### src/rtl/pwm_coded_pkg.sv
package pwm_coded_pkg;

  localparam int CODE_W  = 4;
  localparam int RATIO_W = 17;

  typedef logic [CODE_W-1:0]  code_t;
  typedef logic [RATIO_W-1:0] ratio_t;

  typedef enum logic [1:0] {
    A_CTRL   = 2'd0,
    A_DIVSEL = 2'd1,
    A_SPAN   = 2'd2,
    A_MARK   = 2'd3
  } reg_addr_e;

  localparam int CTRL_RUN = 0;
  localparam int CTRL_POL = 1;
  localparam int CTRL_CLR = 2;

  // Legal divider codes: a dense low group, a dense high group, bypass.
  function automatic logic code_is_valid(code_t c);
    return (c <= code_t'(4)) || ((c >= code_t'(8)) && (c <= code_t'(12))) || (c == '1);
  endfunction

  // Clock cycles per tick; 0 marks a refused code.
  function automatic ratio_t code_ratio(code_t c);
    ratio_t r;
    unique case (c)
      4'h0:    r = ratio_t'(120);
      4'h1:    r = ratio_t'(180);
      4'h2:    r = ratio_t'(240);
      4'h3:    r = ratio_t'(360);
      4'h4:    r = ratio_t'(480);
      4'h8:    r = ratio_t'(12000);
      4'h9:    r = ratio_t'(24000);
      4'hA:    r = ratio_t'(36000);
      4'hB:    r = ratio_t'(48000);
      4'hC:    r = ratio_t'(72000);
      4'hF:    r = ratio_t'(1);
      default: r = '0;
    endcase
    return r;
  endfunction

  // Active phase: the first 'mark' ticks of the period.
  function automatic logic in_mark(logic [15:0] cnt, logic [15:0] mark);
    return cnt < mark;
  endfunction

endpackage

### src/rtl/pwm_coded_regs.sv
module pwm_coded_regs
  import pwm_coded_pkg::*;
#(
  parameter int DATA_W = 16
) (
  input  logic              clk,
  input  logic              rst_n,
  input  logic              wr_en,
  input  logic [1:0]        wr_addr,
  input  logic [DATA_W-1:0] wr_data,
  input  logic [1:0]        rd_addr,
  output logic [DATA_W-1:0] rd_data,
  output logic              run_q,
  output logic              pol_q,
  output code_t             code_sh,
  output logic [DATA_W-1:0] span_sh,
  output logic [DATA_W-1:0] mark_sh,
  output logic              err_q,
  output logic              clr_evt
);

  localparam int ERR_BIT = CODE_W;

  logic   code_wr;
  logic   bad_evt;
  code_t  code_in;

  assign code_in = wr_data[CODE_W-1:0];
  assign clr_evt = wr_en && (wr_addr == A_CTRL) && wr_data[CTRL_CLR];
  assign code_wr = wr_en && run_q && (wr_addr == A_DIVSEL);
  assign bad_evt = code_wr && !code_is_valid(code_in);

  always_ff @(posedge clk) begin
    if (!rst_n) begin
      run_q   <= 1'b0;
      pol_q   <= 1'b0;
      code_sh <= '0;
      span_sh <= '0;
      mark_sh <= '0;
      err_q   <= 1'b0;
    end else begin
      if (wr_en && (wr_addr == A_CTRL)) begin
        run_q <= wr_data[CTRL_RUN];
        pol_q <= wr_data[CTRL_POL];
      end
      if (clr_evt)
        err_q <= 1'b0;
      else if (bad_evt)
        err_q <= 1'b1;
      if (code_wr && !bad_evt)
        code_sh <= code_in;
      if (wr_en && run_q && (wr_addr == A_SPAN))
        span_sh <= wr_data;
      if (wr_en && run_q && (wr_addr == A_MARK))
        mark_sh <= wr_data;
    end
  end

  always_comb begin
    rd_data = '0;
    unique case (rd_addr)
      A_CTRL: begin
        rd_data[CTRL_RUN] = run_q;
        rd_data[CTRL_POL] = pol_q;
      end
      A_DIVSEL: begin
        rd_data[CODE_W-1:0] = code_sh;
        rd_data[ERR_BIT]    = err_q;
      end
      A_SPAN:  rd_data = span_sh;
      default: rd_data = mark_sh;
    endcase
  end

endmodule

### src/rtl/pwm_coded_prescaler.sv
module pwm_coded_prescaler
  import pwm_coded_pkg::*;
(
  input  logic   clk,
  input  logic   rst_n,
  input  logic   clr,
  input  ratio_t ratio,
  output logic   tick
);

  ratio_t pcnt_q;
  ratio_t last;

  assign last = ratio - ratio_t'(1);
  assign tick = !clr && (pcnt_q == last);

  always_ff @(posedge clk) begin
    if (!rst_n)
      pcnt_q <= '0;
    else if (clr || tick)
      pcnt_q <= '0;
    else
      pcnt_q <= pcnt_q + ratio_t'(1);
  end

endmodule

### src/rtl/pwm_coded_wave.sv
module pwm_coded_wave
  import pwm_coded_pkg::*;
#(
  parameter int DATA_W = 16
) (
  input  logic              clk,
  input  logic              rst_n,
  input  logic              run,
  input  logic              pol,
  input  logic              tick,
  input  code_t             code_sh,
  input  logic [DATA_W-1:0] span_sh,
  input  logic [DATA_W-1:0] mark_sh,
  output logic              live_q,
  output logic              start_evt,
  output logic              wrap_evt,
  output logic [DATA_W-1:0] cnt_q,
  output code_t             code_cur,
  output logic [DATA_W-1:0] span_cur,
  output logic [DATA_W-1:0] mark_cur,
  output logic              pwm_out
);

  logic load;

  assign start_evt = run && !live_q;
  assign wrap_evt  = live_q && tick && (cnt_q == span_cur);
  assign load      = start_evt || wrap_evt;

  always_ff @(posedge clk) begin
    if (!rst_n) begin
      live_q   <= 1'b0;
      cnt_q    <= '0;
      code_cur <= '0;
      span_cur <= '0;
      mark_cur <= '0;
      pwm_out  <= 1'b0;
    end else if (!run) begin
      live_q  <= 1'b0;
      cnt_q   <= '0;
      pwm_out <= pol;
    end else begin
      live_q <= 1'b1;
      if (load) begin
        code_cur <= code_sh;
        span_cur <= span_sh;
        mark_cur <= mark_sh;
        cnt_q    <= '0;
      end else if (tick) begin
        cnt_q <= cnt_q + DATA_W'(1);
      end
      pwm_out <= live_q ? (in_mark(16'(cnt_q), 16'(mark_cur)) ^ pol) : pol;
    end
  end

endmodule

### src/rtl/pwm_coded.sv
module pwm_coded
  import pwm_coded_pkg::*;
#(
  parameter int DATA_W = 16
) (
  input  logic              clk,
  input  logic              rst_n,
  input  logic              wr_en,
  input  logic [1:0]        wr_addr,
  input  logic [DATA_W-1:0] wr_data,
  input  logic [1:0]        rd_addr,
  output logic [DATA_W-1:0] rd_data,
  output logic              pwm_out,
  output logic              code_err
);

  logic              run_q;
  logic              pol_q;
  code_t             code_sh;
  logic [DATA_W-1:0] span_sh;
  logic [DATA_W-1:0] mark_sh;
  logic              err_q;
  logic              clr_evt;

  logic              tick;
  logic              live_q;
  logic              start_evt;
  logic              wrap_evt;
  logic [DATA_W-1:0] cnt_q;
  code_t             code_cur;
  logic [DATA_W-1:0] span_cur;
  logic [DATA_W-1:0] mark_cur;
  ratio_t            ratio_cur;

  assign ratio_cur = code_ratio(code_cur);
  assign code_err  = err_q;

  pwm_coded_regs #(.DATA_W(DATA_W)) u_regs (
    .clk     (clk),
    .rst_n   (rst_n),
    .wr_en   (wr_en),
    .wr_addr (wr_addr),
    .wr_data (wr_data),
    .rd_addr (rd_addr),
    .rd_data (rd_data),
    .run_q   (run_q),
    .pol_q   (pol_q),
    .code_sh (code_sh),
    .span_sh (span_sh),
    .mark_sh (mark_sh),
    .err_q   (err_q),
    .clr_evt (clr_evt)
  );

  pwm_coded_prescaler u_presc (
    .clk   (clk),
    .rst_n (rst_n),
    .clr   (!live_q),
    .ratio (ratio_cur),
    .tick  (tick)
  );

  pwm_coded_wave #(.DATA_W(DATA_W)) u_wave (
    .clk       (clk),
    .rst_n     (rst_n),
    .run       (run_q),
    .pol       (pol_q),
    .tick      (tick),
    .code_sh   (code_sh),
    .span_sh   (span_sh),
    .mark_sh   (mark_sh),
    .live_q    (live_q),
    .start_evt (start_evt),
    .wrap_evt  (wrap_evt),
    .cnt_q     (cnt_q),
    .code_cur  (code_cur),
    .span_cur  (span_cur),
    .mark_cur  (mark_cur),
    .pwm_out   (pwm_out)
  );

endmodule

### config.mk
export PLATFORM = sky130hd
export DESIGN_NAME = pwm_coded
export DESIGN_NICKNAME = d
export VERILOG_FILES = /design/src/rtl/pwm_coded_pkg.sv /design/src/rtl/pwm_coded_regs.sv /design/src/rtl/pwm_coded_prescaler.sv /design/src/rtl/pwm_coded_wave.sv /design/src/rtl/pwm_coded.sv
export SDC_FILE = /design/constraint.sdc
export NUM_CORES = 1
export LEC_CHECK = 0
export CORE_MARGIN = 2
export CORE_UTILIZATION = 25
export DETAILED_ROUTE_END_ITERATION = 8
export MAX_ROUTING_LAYER = met4
export PLACE_DENSITY = 0.41
export SYNTH_ARGS = -nofsm -noshare
export SYNTH_HDL_FRONTEND = slang
export SYNTH_SLANG_ARGS = --single-unit
### constraint.sdc
create_clock -name clk -period 5.5 [get_ports clk]
set_input_delay 0.55 -clock clk [delete_from_list [all_inputs] [get_ports clk]]
set_output_delay 0.55 -clock clk [all_outputs]
set_load 0.05 [all_outputs]
; Yosys cells after proc, flatten, opt, wreduce, memory -nomap -nowiden
; Memory sizes are Yosys's and may differ from the RTL's. A register that Yosys moved wholly into a read port is not among the register bits.
; Cells that the tools add are included.
[op_classes]
bitwise = 3
magnitude_cmp = 4
mux = 8
reduce_logical = 27
add_sub_neg = 3
n_eq_ne = 8
[ops]
columns = op, count
row1 = 11-bit case mux with 2 select lines, 1
row2 = 17-bit by 1-bit adder with 17-bit output (second input constant), 1
row3 = 17-bit == test, 1
row4 = 17-bit by 1-bit subtractor with 17-bit output (second input constant), 1
row5 = 16-bit by 1-bit adder with 16-bit output (second input constant), 1
row6 = 16-bit == test, 1
row7 = 16-bit < comparator, 1
row8 = 1-bit logical AND, 13
row9 = 3-bit case mux with 3 select lines, 1
row10 = 4-bit two-way mux, 2
row11 = 2-bit == test (second input constant), 3
row12 = 2-bit case mux with 3 select lines, 1
row13 = 2-bit OR reduction, 3
row14 = 2-bit by 1-bit == test with 1-bit output (second input constant), 2
row15 = 4-bit == test (second input constant), 1
row16 = 4-bit >= comparator (second input constant), 1
row17 = 4-bit by 3-bit <= comparator with 1-bit output (second input constant), 1
row18 = 4-bit <= comparator (second input constant), 1
row19 = 2-bit zero test, 2
row20 = 1-bit logical OR, 4
row21 = 1-bit zero test, 3
row22 = 1-bit two-way mux, 3
row23 = 3-bit OR reduction, 1
row24 = 1-bit NOT, 2
row25 = other kinds (2), 2
[totals]
mem_bits_ro = 256
reg_bits = 110
memories = 1
[mem_list]
columns = name, words, width, read_ports, rd_ports_with_merged_regs, wr, line_no
row1 = (no name shown), 16, 16, 1, 1, 0, pwm_coded_pkg.sv:28  ; unique case (c)

; Logic depth before layout (Yosys ltp)
; Gate-level depths: netlist of the first run.
[logic_depth]
depth_word = 9
depth_mapped = 15
mapped_depth_nobuf = 14

; By module
; From an unflattened synthesis of the first run, not the netlist that was laid out.
[hier_totals]
hier_cells = 722
hier_area_um2 = 6278.5
[modules_own_cells]
columns = mod, area_each_um2, cells_each, n_inst
row1 = pwm_coded_wave, 2909.0, 322, 1
row2 = pwm_coded_regs, 1840.5, 207, 1
row3 = pwm_coded_prescaler, 1315.0, 158, 1
row4 = pwm_coded, 214.0, 35, 1

; Worst setup path before layout of the first run
; Ideal clock, no wire load.
[synth_timing]
kind = reg-to-reg
start = register ratio_cur[2] (netlist name)
end = register ratio_cur[7] (netlist name)
path_slack_ns = 2.324
path_stages_with_launch = 14
required_time_ns = 5.365
synth_period_minus_slack_ns = 3.176
arrival_ns = 3.041
setup_ns = 0.135
path_buffers = 1
path_cell_list = dfxtp_1 -> or4_4 -> xnor2_1 -> a2111oi_0 -> nand4_1 -> nor3_4 -> a32oi_2 -> buf_4 -> mux2i_1 -> nor2b_1 -> inv_2 -> ha_1 -> nor3_1 -> a21oi_1
[synth_between]
elab_chain_len = 9
[synth_lines]
columns = element, line_no
row1 = 17-bit by 1-bit subtractor with 17-bit output, pwm_coded_prescaler.sv:14  ; assign last = ratio - ratio_t'(1);
row2 = 17-bit == test, pwm_coded_prescaler.sv:15  ; assign tick = !clr && (pcnt_q == last);
row3 = 1-bit logical AND, pwm_coded_prescaler.sv:15
row4 = 1-bit logical AND (2 in a row), pwm_coded_wave.sv:27  ; assign wrap_evt = live_q && tick && (cnt_q == span_cur);
row5 = 1-bit logical OR, pwm_coded_wave.sv:28  ; assign load = start_evt || wrap_evt;
row6 = 2-bit AND reduction (no source line), --
row7 = 4-bit two-way mux (no source line) (2 in a row), --
; No other way between the ends.
; A chain may end at the register's enable or synchronous reset.

; Worst setup path in the final report of the first run
[layout_timing]
start = register ratio_cur[2] (netlist name)
end = register ratio_cur[7] (netlist name)
[layout_between]
elab_chain_len = 9
[layout_lines]
columns = element, line_no
row1 = 17-bit by 1-bit subtractor with 17-bit output, pwm_coded_prescaler.sv:14
row2 = 17-bit == test, pwm_coded_prescaler.sv:15
row3 = 1-bit logical AND, pwm_coded_prescaler.sv:15
row4 = 1-bit logical AND (2 in a row), pwm_coded_wave.sv:27
row5 = 1-bit logical OR, pwm_coded_wave.sv:28
row6 = 2-bit AND reduction (no source line), --
row7 = 4-bit two-way mux (no source line) (2 in a row), --
; No other way between the ends.

==> results of run 1 <==
area by class of cell:
cell class                      instances  area share
Multi-Input combinational cell        514       0.467
Sequential cell                       125       0.329
Clock buffer                           18      0.0564
Tap cell                              330      0.0542
Timing Repair Buffer                   42      0.0539
Clock inverter                         14      0.0238
Inverter                               33      0.0163
final timing paths:
| check | slack, ps | startpoint | to | cells past startpoint |
|---|---|---|---|---|
| max | 1750 | ratio_cur[2] | ratio_cur[7] | 13 |
| min | 460 | u_presc.pcnt_q[0] | u_presc.pcnt_q[0] | 1 |
| max reg2reg | 1750 | ratio_cur[2] | ratio_cur[7] | 13 |
| min reg2reg | 460 | u_presc.pcnt_q[0] | u_presc.pcnt_q[0] | 1 |
flip-flops by register name (all words and copies together) (netlist names):
| name | count |
|---|---|
| u_presc.pcnt_q | 17 |
| u_regs.mark_sh | 16 |
| u_regs.span_sh | 16 |
| u_wave.cnt_q | 16 |
| u_wave.mark_cur | 16 |
| u_wave.span_cur | 16 |
| ratio_cur | 15 |
| u_regs.code_sh | 4 |
| u_wave.code_cur | 4 |
| u_regs.err_q | 1 |
| u_regs.pol_q | 1 |
| u_regs.run_q | 1 |
| u_wave.live_q | 1 |
| u_wave.pwm_out | 1 |
logic make-up (layout without fill, tap and decap cells):
kind of cell,after synthesis,in the layout,share of synthesized area
flip-flops,125,125,0.398
AO/OA/AOI/OAI,80,80,0.0923
adder cells (fa/ha/maj),21,21,0.0417
XOR/XNOR,64,64,0.0891
multiplexers,60,60,0.101
buffers and inverters,60,107,0.0400
AND/OR/NAND/NOR,289,289,0.239
power breakdown:
group          internal (uW)  leakage, uW  switching, uW
registers                908      0.00101           3.48
logic                   34.0      0.00146           33.2
clock network            723     0.000297            450
cells in the final DEF, fill, tap and decap left out, drive strengths merged, types with 10 or more instances in the layout:
| cell type | instances |
|---|---|
| nand3 | 16 |
| nor2 | 56 |
| ha | 21 |
| nor3 | 11 |
| nor4 | 10 |
| xor2 | 16 |
| clkdlybuf4s50 | 39 |
| nand2 | 95 |
| inv | 39 |
| dfxtp | 125 |
| nor2b | 53 |
| mux2i | 55 |
| xnor2 | 48 |
| a21boi | 32 |
| clkbuf | 18 |
| o21ai | 11 |
| nand4 | 15 |
layer usage:
metal  part of all wire  track usage  wire [um]
met1               0.52        0.169       7950
met2               0.44        0.193       6860
met3              0.028       0.0260        429
met4              0.013       0.0414        193
met5                  0            -          0
worst max-delay path, cell delays in order, from the launching register on:
cell,delay [ps]
dfxtp_1,350
or4_4,570
xnor2_1,140
a2111oi_0,290
nand4_1,230
nor3_4,330
a32oi_4,150
buf_4,350
mux2i_1,220
nor2b_1,260
inv_2,70
ha_1,290
nor3_1,270
a21oi_1,80
per-stage QoR:
stage / total power, uW / setup slack [ps] / hold WS [ps]
after global placement: 999 / 1840 / 447
after detailed placement: 999 / 1730 / 448
after global routing: 2220 / 1390 / 508
after CTS: 2180 / 1730 / 465
after floorplan: 968 / 2320 / 426
final: 2150 / 1750 / 464
==> results.cfg, run 1 <==
[clock_tree]
cts_hold_buf = 0
cts-resized-gates = 0
clk_pin_slew_ps = 70
clockBufferDepth = 2
cts_sinks = 125
post-cts-setup-buffer-count = 0
clk_latency_ps = 420
cts_buffers = 17
cts_root_buffer = clkbuf_16
htreeDepth = 4
tritoncts = built

[floorplanning]
die_y_um = 163
die-area_sq_um = 26500
core_sq_um = 25000
initial_core_util = 0.252
io_pins = 41
placementRows = 58
die_w_um = 163

[yosys]
post_synth.cell_area_avg_sq_um = 9.00
synth.most_common_cell = dfxtp_1
ys_seq_area_frac = 0.398
synthTopCellsByCount = 125 x dfxtp_1, 94 x nand2_1, 54 x mux2i_1, 54 x nor2_1, 53 x nor2b_1
async_flop_share = 0
syn_inst = 699
yosys-top-cells-area = dfxtp_1 40%, mux2i_1 8.6%, xnor2_1 6.7%
synth_top_area_cell = dfxtp_1
netlist_area_sq_um = 6290
synth_edf_count = 0
synth_cell_type_count = 56
yosysTopAreaCellShare = 0.398
ys_ff_latch = 125
synth_warnings = 0
synth_ff_type = dfxtp_1
synth_nets = 743

[detailed_routing]
routed_via_density = 4.48
drc = 0
ant_nets = 0
dr.pass1.iters = 4
wl_per_cell_um = 14.3
drtIter0Drc = 211
routed_wl_um = 15400
vias = 4820

[sta]
setup-tns-final_ps = 0
tightest_slew_ps = 1270
maxSlewViolCount = 0
final_hold_viol_count = 0
rsz0062_at_grt = false
min_period_over_period = 0.682
fin_skew_ps = 12.9
relSlewSlack = 0.150
finalCriticalPeriod_ps = 3750
fmax_ghz = 0.267
setup_viol = 0

[global_routing]
grt_pass1_vias = 4821
grt_max_degree = 77
grt_overflow_total = 0
gr-usage-all-layers = 0.127
grt_pass1_wl_um = 25500
antenna_found_initial = 0

[cells_and_area]
syn_to_final_growth_pct = 20.9
seq_area_sq_um = 2500
stdcell_area_sq_um = 7610
postLayoutCoreUtil = 0.305
final_cell_count_no_fill = 1076
fill_cells = 2660
antenna_cells = 0
multi_input_area_sq_um = 3550
layout.nets = 777
drive_above_1_share = 0.0777

[status]
outcome = completed

[pwr]
powerDensity_nw_per_um2 = 283
vdd_drop_max_uv = 163
p_leak_uw = 0.00276

[place]
gp_congestion = 0.796
port_buffers = 40
placedCellCount = 1044
post_dp_cell_area_sq_um = 7000
dpl.hpwl_um = 11300

[setup_path]
cp_data_arrival_time_ps = 4030
path_class = flip-flop to flip-flop
start_kind = flip-flop
crit_required_ps = 5770
crit_fanout = 40
end_kind = flip-flop

[flow_run]
maxCapViolCount = 0

[hold_path]
hold_path_class = flip-flop to flip-flop
Note: power is estimated with default switching activity, not from simulation.
==> inputs of run 2 (changes only) <==
Clock period 5.5 ns to 3.88 ns, I/O delays scaled along.
==> results.cfg, run 2 (synthesis gave the netlist of run 1 again) <==
[floorplanning]
die-area_sq_um = 26500
core_sq_um = 25000
die_w_um = 163
die_y_um = 163
initial_core_util = 0.252
placementRows = 58
io_pins = 41

[sta]
min_period_over_period = 0.918
setup-tns-final_ps = 0
fin_ws_ps = 319
final_hold_viol_count = 0
holdWs_ps = 346
maxSlewViolCount = 0
setup_viol = 0
tightest_slew_ps = 1180
relSlewSlack = 0.210
rsz0062_at_grt = false
fmax_ghz = 0.281
finalCriticalPeriod_ps = 3560
fin_skew_ps = 17.3

[clock_tree]
cts-resized-gates = 0
cts_root_buffer = clkbuf_16
clk_pin_slew_ps = 70
cts_buffers = 17
tritoncts = built
cts_hold_buf = 0
cts_sinks = 125
htreeDepth = 4
clk_latency_ps = 420
clockBufferDepth = 2
post-cts-setup-buffer-count = 0

[cells_and_area]
top_register = u_presc.pcnt_q
drive_above_1_share = 0.0828
layout.nets = 780
fill_cells = 2657
syn_to_final_growth_pct = 21.5
antenna_cells = 0
mostFrequentLayoutCells = 125 x dfxtp_1, 94 x nand2_1, 54 x mux2i_1, 54 x nor2_1, 53 x nor2b_1
final_common_cell = dfxtp_1
largest_reg_flops = 17

[place]
post-place-ws_ps = 367
dpl.hpwl_um = 11600
gp_congestion = 0.774
port_buffers = 40

[setup_path]
end_kind = flip-flop
crit_end = ratio_cur[12]
start_kind = flip-flop
path_class = flip-flop to flip-flop
reg2reg_from = ratio_cur[0]
cp_data_arrival_time_ps = 3910
worst_r2r_endpoint = ratio_cur[12]
worstSetupStartpoint = ratio_cur[0]
crit_required_ps = 4220
crit_fanout = 33
r2r_cells = 12
r2r_slack_ps = 320

[global_routing]
antenna_found_initial = 0
grt_pass1_wl_um = 26400
gr-usage-all-layers = 0.131
grt_max_degree = 74
grt_overflow_total = 0
grt_pass1_vias = 4893

[pwr]
vdd_drop_max_uv = 279
p_leak_uw = 0.00278
powerDensity_nw_per_um2 = 403

[detailed_routing]
ant_nets = 0
vias = 4799
drc = 0
wl_per_cell_um = 14.6
routed_via_density = 4.45
dr.pass1.iters = 4
routed_wl_um = 15700
drtIter0Drc = 153

[status]
outcome = completed

[flow_run]
maxCapViolCount = 0

[hold_path]
hold_path_class = input pin to flip-flop
run 2: layout make-up:
type	count	area, sq um	share of cell area
inverter	33	124	0.0162
clock inverter	15	199	0.0260
timing repair buffer	45	433	0.0566
clock buffer	17	425	0.0556
multi-input combinational	514	3550	0.464
tap	330	413	0.0540
sequential	125	2500	0.327
run 2: metal layers:
layer  vias to the layer above  wire length (um)  GRT usage
li1                       2445                 -          -
met1                      2272              7830      0.170
met2                        69              7350      0.210
met3                        13               388     0.0262
met4                         0               163     0.0290
met5                         -                 0          -
run 2: worst min-delay path by stage:
stage | from | to | slack (ps) | cells past startpoint
after floorplan | u_presc.pcnt_q[0] | u_presc.pcnt_q[0] | 430 | 1
after global placement | u_presc.pcnt_q[0] | u_presc.pcnt_q[0] | 450 | 1
after detailed placement | u_presc.pcnt_q[0] | u_presc.pcnt_q[0] | 450 | 1
after CTS | rst_n | u_wave.code_cur[0] | 350 | 2
after global routing | rst_n | u_wave.code_cur[0] | 360 | 2
final | rst_n | u_wave.code_cur[0] | 350 | 2
run 2: metrics by stage:
step / utilization / instances / area, sq um / power, uW
2_1_floorplan: - / 699 / 6290 / 1370
3_3_place_gp: 0.281 / 1047 / 7020 / 1420
3_5_place_dp: 0.281 / 1047 / 7020 / 1420
4_1_cts: 0.306 / 1079 / 7650 / 3130
5_1_grt: 0.306 / 1079 / 7650 / 3190
6_report: 0.306 / 1079 / 7650 / 3080
run 2: critical path: stages (launching register included):
cell	delay [ps]
dfxtp_1	360
inv_1	90
ha_1	230
nor3b_1	410
and3_1	260
o21a_1	190
nor3_1	100
a32oi_4	440
buf_4	550
mux2_2	480
inv_2	100
nand2b_1	130
o22ai_1	150
run 2: report_power, final:
group	internal (uW)	switching, uW
logic	48.6	47.2
registers	1290	4.58
clock network	986	708
